$ cat src/rtl/psu_pkg.sv
package psu_pkg;

  typedef enum logic [1:0] {
    SENSE_LVL_LOW = 2'd0,
    SENSE_FALL    = 2'd1,
    SENSE_RISE    = 2'd2,
    SENSE_BOTH    = 2'd3
  } sense_e;

  localparam int unsigned OFS_STATUS = 32'h0001_0 >> 0;
  localparam int unsigned OFS_SENSE  = 32'h0000_0014;
  localparam int unsigned OFS_MASK   = 32'h0001_0010;

endpackage

$ cat src/rtl/psu_sync.sv
module psu_sync #(
  parameter logic IDLE_LVL = 1'b1
) (
  input  logic clk,
  input  logic rst_n,
  input  logic d_i,
  output logic q_o,
  output logic q_prev_o
);

  logic meta_q;

  always_ff @(posedge clk or negedge rst_n) begin
    if (!rst_n) begin
      meta_q   <= IDLE_LVL;
      q_o      <= IDLE_LVL;
      q_prev_o <= IDLE_LVL;
    end else begin
      meta_q   <= d_i;
      q_o      <= meta_q;
      q_prev_o <= q_o;
    end
  end

endmodule

$ cat src/rtl/psu_lane.sv
module psu_lane
  import psu_pkg::*;
(
  input  logic   clk,
  input  logic   rst_n,
  input  logic   sync_now,
  input  logic   sync_prev,
  input  sense_e mode_i,
  input  logic   clr_i,
  output logic   status_o
);

  logic rise, fall, evt, is_edge, status_nxt;

  assign rise    = sync_now & ~sync_prev;
  assign fall    = ~sync_now & sync_prev;
  assign is_edge = (mode_i != SENSE_LVL_LOW);

  always_comb begin
    case (mode_i)
      SENSE_FALL: evt = fall;
      SENSE_RISE: evt = rise;
      SENSE_BOTH: evt = rise | fall;
      default:    evt = 1'b0;
    endcase
  end

  // An event outranks a simultaneous clear so that it is never lost.
  always_comb begin
    if (!is_edge) status_nxt = ~sync_now;
    else          status_nxt = evt | (status_o & ~clr_i);
  end

  always_ff @(posedge clk or negedge rst_n) begin
    if (!rst_n) status_o <= 1'b0;
    else        status_o <= status_nxt;
  end

  assert_clear_collision_R9: assert property (@(posedge clk) disable iff (!rst_n)
    (is_edge && evt && clr_i) |=> status_o);

  assert_edge_hold_R7: assert property (@(posedge clk) disable iff (!rst_n)
    (is_edge && status_o && !clr_i) |=> status_o);

  assert_edge_only_set_R4: assert property (@(posedge clk) disable iff (!rst_n)
    (is_edge && !status_o && !evt) |=> !status_o);

  assert_level_ignore_clr_R8: assert property (@(posedge clk) disable iff (!rst_n)
    (!is_edge && !sync_now && clr_i) |=> status_o);

endmodule

$ cat src/rtl/psu_regs.sv
module psu_regs
  import psu_pkg::*;
#(
  parameter int N_PINS = 8,
  parameter int ADDR_W = 20,
  parameter int DATA_W = 32
) (
  input  logic                clk,
  input  logic                rst_n,
  input  logic                bus_wr,
  input  logic                bus_rd,
  input  logic [ADDR_W-1:0]   bus_addr,
  input  logic [DATA_W-1:0]   bus_wdata,
  output logic [DATA_W-1:0]   bus_rdata,
  input  logic [N_PINS-1:0]   status_i,
  output logic [2*N_PINS-1:0] sense_o,
  output logic [N_PINS-1:0]   mask_o,
  output logic [N_PINS-1:0]   clr_o
);

  localparam int SENSE_W = 2 * N_PINS;

  logic hit_status, hit_sense, hit_mask;
  logic unused_wdata;

  assign hit_status = (bus_addr == ADDR_W'(OFS_STATUS));
  assign hit_sense  = (bus_addr == ADDR_W'(OFS_SENSE));
  assign hit_mask   = (bus_addr == ADDR_W'(OFS_MASK));
  assign unused_wdata = ^bus_wdata[DATA_W-1:SENSE_W];

  assign clr_o = {N_PINS{bus_wr & hit_status}} & ~bus_wdata[N_PINS-1:0];

  always_ff @(posedge clk or negedge rst_n) begin
    if (!rst_n) begin
      sense_o <= '0;
      mask_o  <= '0;
    end else if (bus_wr) begin
      if (hit_sense) sense_o <= bus_wdata[SENSE_W-1:0];
      if (hit_mask)  mask_o  <= bus_wdata[N_PINS-1:0];
    end
  end

  always_ff @(posedge clk or negedge rst_n) begin
    if (!rst_n) begin
      bus_rdata <= '0;
    end else if (bus_rd) begin
      if (hit_status)     bus_rdata <= DATA_W'(status_i);
      else if (hit_sense) bus_rdata <= DATA_W'(sense_o);
      else if (hit_mask)  bus_rdata <= DATA_W'(mask_o);
      else                bus_rdata <= '0;
    end
  end

  assert_mask_write_R10: assert property (@(posedge clk) disable iff (!rst_n)
    (bus_wr && hit_mask) |=> (mask_o == $past(bus_wdata[N_PINS-1:0])));

  assert_sense_write_R2: assert property (@(posedge clk) disable iff (!rst_n)
    (bus_wr && hit_sense) |=> (sense_o == $past(bus_wdata[SENSE_W-1:0])));

  assert_unmapped_read_R12: assert property (@(posedge clk) disable iff (!rst_n)
    (bus_rd && !hit_status && !hit_sense && !hit_mask) |=> (bus_rdata == '0));

endmodule

$ cat src/rtl/pin_sense_unit.sv
module pin_sense_unit
  import psu_pkg::*;
#(
  parameter int N_PINS = 8,
  parameter int ADDR_W = 20,
  parameter int DATA_W = 32
) (
  input  logic              clk,
  input  logic              rst_n,
  input  logic [N_PINS-1:0] pin_i,
  input  logic              bus_wr,
  input  logic              bus_rd,
  input  logic [ADDR_W-1:0] bus_addr,
  input  logic [DATA_W-1:0] bus_wdata,
  output logic [DATA_W-1:0] bus_rdata,
  output logic [N_PINS-1:0] irq_req_o
);

  logic [N_PINS-1:0]   sync_now, sync_prev, status_w, mask_w, clr_w;
  logic [2*N_PINS-1:0] sense_w;

  psu_regs #(.N_PINS(N_PINS), .ADDR_W(ADDR_W), .DATA_W(DATA_W)) u_regs (
    .clk       (clk),
    .rst_n     (rst_n),
    .bus_wr    (bus_wr),
    .bus_rd    (bus_rd),
    .bus_addr  (bus_addr),
    .bus_wdata (bus_wdata),
    .bus_rdata (bus_rdata),
    .status_i  (status_w),
    .sense_o   (sense_w),
    .mask_o    (mask_w),
    .clr_o     (clr_w)
  );

  for (genvar g = 0; g < N_PINS; g++) begin : g_pin
    psu_sync #(.IDLE_LVL(1'b1)) u_sync (
      .clk      (clk),
      .rst_n    (rst_n),
      .d_i      (pin_i[g]),
      .q_o      (sync_now[g]),
      .q_prev_o (sync_prev[g])
    );

    psu_lane u_lane (
      .clk       (clk),
      .rst_n     (rst_n),
      .sync_now  (sync_now[g]),
      .sync_prev (sync_prev[g]),
      .mode_i    (sense_e'(sense_w[2*g+1:2*g])),
      .clr_i     (clr_w[g]),
      .status_o  (status_w[g])
    );
  end

  assign irq_req_o = status_w & ~mask_w;

  assert_masked_quiet_R10: assert property (@(posedge clk) disable iff (!rst_n)
    ((irq_req_o & mask_w) == '0));

endmodule

$ cat config.mk
export PLATFORM = sky130hd
export DESIGN_NAME = pin_sense_unit
export DESIGN_NICKNAME = d
export VERILOG_FILES = /design/src/rtl/psu_pkg.sv /design/src/rtl/psu_sync.sv /design/src/rtl/psu_lane.sv /design/src/rtl/psu_regs.sv /design/src/rtl/pin_sense_unit.sv
export SDC_FILE = /design/constraint.sdc
export NUM_CORES = 1
export LEC_CHECK = 0
export BUFFER_PORTS_ARGS = -buffer_cell sky130_fd_sc_hd__buf_4
export CORE_MARGIN = 2
export CORE_UTILIZATION = 40
export DETAILED_ROUTE_END_ITERATION = 16
export PLACE_DENSITY = 0.68
export SLEW_MARGIN = 20
export SYNTH_ARGS = -nofsm -noshare
export SYNTH_HDL_FRONTEND = slang
export SYNTH_SLANG_ARGS = --single-unit
$ cat constraint.sdc
create_clock -name clk -period 2.6 [get_ports clk]
set_input_delay 0.26 -clock clk [delete_from_list [all_inputs] [get_ports clk]]
set_output_delay 0.26 -clock clk [all_outputs]
set_load 0.05 [all_outputs]
==> results.sh <==
export IMPL_avgRoutedWirePerCell_um=15.2
export IMPL_muxShareOfSynthArea=0.109
export IMPL_grt_pass1_vias=2529
export IMPL_fmax_mhz=515
export IMPL_syn_inst=307
export IMPL_max_slew_margin=0.413
export IMPL_r2r_end="g_pin[3].u_lane.status_o"
export IMPL_critical_path_arrival_ps=2170
export IMPL_num_rows=34
export IMPL_cts_buffers=9
export IMPL_r2r_cells=6
export IMPL_cp_max_fo=11
export IMPL_nNetsFinal=460
export IMPL_cts_tree="yes"
export IMPL_drc_errors=0
export IMPL_cap_violations=0
export IMPL_mostFrequentLayoutCells="71 x buf_4, 48 x dfrtp_1, 38 x inv_1, 24 x dfstp_2, 17 x o22ai_1"
export IMPL_grt_pass1_wl_um=12400
export IMPL_grt_use_total=0.163
export IMPL_rsz0062_at_grt="false"
export IMPL_clock_path_buffers=2
export IMPL_final_common_cell="buf_4"
export IMPL_holdPathStages=1
export IMPL_die_w_um=98.1
export IMPL_worstReg2RegStart="g_pin[3].u_sync.q_prev_o"
export IMPL_gp_congestion=0.753
export IMPL_clk_pin_slew_ps=70
export IMPL_place_ws_ps=272
export IMPL_cp_start_kind="input port"
export IMPL_grt_max_degree=73
export IMPL_antenna_found_initial=0
export IMPL_power_density_nw_per_um2=578
export IMPL_crit_type="input port to flip-flop"
export IMPL_hpwl_um=5150
export IMPL_synth_seq_cells=72
export IMPL_io_buffers=71
export IMPL_cts_root_buf="clkbuf_8"
export IMPL_min_to="g_pin[6].u_sync.meta_q"
export IMPL_clock_sinks=72
export IMPL_synth_top_family_by_area="simple AND/OR/NAND/NOR gates"
export IMPL_setup_tns_final_ps=0
export IMPL_num_vias=2491
export IMPL_r2r_setup_slack_ps=1200
export IMPL_whs_ps=17.3
export IMPL_drt_wl_total_um=7480
export IMPL_grt_overflow_total=0
export IMPL_ys_warn_count=0
export IMPL_worstMarginPinSlew_ps=881
export IMPL_pin_count=104
export IMPL_synth_area_um2=3540
export IMPL_synth_main_ff_cell="dfrtp_1"
export IMPL_dr_pass1_iters=4
export IMPL_post_route_period_util=0.747
export IMPL_core_um2=8640
export IMPL_fin_ws_ps=658
export IMPL_initial_utilization=0.410
export IMPL_die_y_um=98.1
export IMPL_post_cts_buffers=0
export IMPL_min_from="pin_i[6]"
export IMPL_async_reset_ff_frac=1.00
export IMPL_synthSimpleGateAreaFrac=0.119
export IMPL_htree_levels=3
export IMPL_drive_gt1_frac=0.364
export IMPL_min_path_type="input port to flip-flop"
export IMPL_hold_viol=0
export IMPL_setup_viol=0
export IMPL_slew_violations=0
export IMPL_ys_types=37
export IMPL_synth_edff_count=0
export IMPL_synthXorXnorAreaFrac=0
export IMPL_fillers=775
export IMPL_end_kind="flip-flop"
export IMPL_power_leakage_nw=2.07
export IMPL_finClkSkew_ps=10.3
export IMPL_synthAdderAreaFrac=0.0565
export IMPL_ys_seq_area_frac=0.517
export IMPL_drtIter0Drc=133
export IMPL_syn_to_final_growth_pct=23.8
export IMPL_synth_compound_area_frac=0.107
export IMPL_crit_start="bus_addr[5]"
export IMPL_crit_required_ps=2820
export IMPL_layout_min_cycle_time_ps=1940
export IMPL_final_antenna_net_count=0
export IMPL_peakVddDrop_uv=273
export IMPL_outcome="finished, final reports clean"
export IMPL_regArea_um2=1830
export IMPL_insertion_delay_ps=350
export IMPL_multi_input_area_um2=1450
export IMPL_syn_area_per_cell_um2=11.5
export IMPL_antenna_cells=0
export IMPL_die_area_um2=9630
export IMPL_routed_via_density=5.05
-- synth_stat cells, types with 6 or more instances --
library cell  instances  area [um2]
dfrtp_1              48        1200
inv_1                38         143
dfstp_2              24         631
o22ai_1              17         106
buf_4                16         120
ha_1                 16         200
nand2b_1             15        93.8
mux2_2               14         158
nand2_1              13        48.8
mux2_4               10         150
nor2b_1              10        62.6
or3_1                 9        56.3
clkbuf_1              8        30.0
mux2i_1               8        80.1
o22a_1                8        70.1
o41ai_1               8        70.1
nand3_1               6        30.0
nor2_1                6        22.5
-- kinds of logic after synthesis --
group                    count (synthesis)
adder cells (fa/ha/maj)                 16
AND/OR/NAND/NOR                         69
multiplexers                            32
flip-flops                              72
AO/OA/AOI/OAI                           52
other                                    1
buffers and inverters                   65
-- metal layers --
metal  vias up  share of wire  routed length, um  GRT usage
met4         0          0.011                 82     0.0662
met3         8          0.076                566     0.0379
met2        92           0.49               3660      0.264
met5         -              0                  0          0
li1       1179              -                  -          -
met1      1212           0.42               3170      0.211
-- worst max-delay path, stage by stage --
cell	delay [ps]
buf_4	100
or4b_1	580
nor4_4	410
nand4_4	270
buf_12	240
mux2_4	290
-- worst max path at each step --
stage	to	cells past startpoint
2_1_floorplan	u_regs.sense_o[10]	5
3_3_place_gp	u_regs.sense_o[8]	6
3_5_place_dp	u_regs.mask_o[7]	5
4_1_cts	u_regs.sense_o[10]	6
5_1_grt	u_regs.mask_o[3]	5
6_report	u_regs.sense_o[10]	6
-- timing repair --
item / in CTS / in global routing
endpoints found under the setup margin: 0 / 0
hold buffers: 0 / 2
endpoints found under the hold margin: 0 / 2
resized for setup: 0 / 0
-- state kept, by name, indices dropped and copies added, names as in the netlist --
signal,cells
u_regs.bus_rdata,16
g_pin.u_sync.meta_q,8
g_pin.u_sync.q_prev_o,8
g_pin.u_sync.q_o,8
u_regs.sense_o,16
u_regs.mask_o,8
g_pin.u_lane.status_o,8
-- metrics by stage --
| step | cell area [um2] | std cells | total power, mW | utilization |
|---|---|---|---|---|
| after CTS | 4370 | 491 | 2.55 | 0.506 |
| after floorplan | 3600 | 322 | 1.35 | - |
| after detailed placement | 4110 | 475 | 1.44 | 0.476 |
| after global placement | 4110 | 475 | 1.44 | 0.476 |
| after global routing | 4390 | 493 | 2.63 | 0.508 |
| final | 4390 | 493 | 2.54 | 0.508 |
-- power breakdown --
part	switching (mW)	leakage (nW)	internal, mW
sequential	0.0167	0.905	1.16
combinational	0.157	1.04	0.0894
clock	0.423	0.126	0.688
-- area by class of cell --
type / count / share of cell area
flip-flops and latches: 72 / 0.418
multi-input cells: 185 / 0.330
repair buffers: 74 / 0.131
clock buffers: 11 / 0.0345
inverters: 38 / 0.0325
well taps: 108 / 0.0308
clock inverters: 5 / 0.0234
Note: power is estimated with default switching activity, not from simulation.
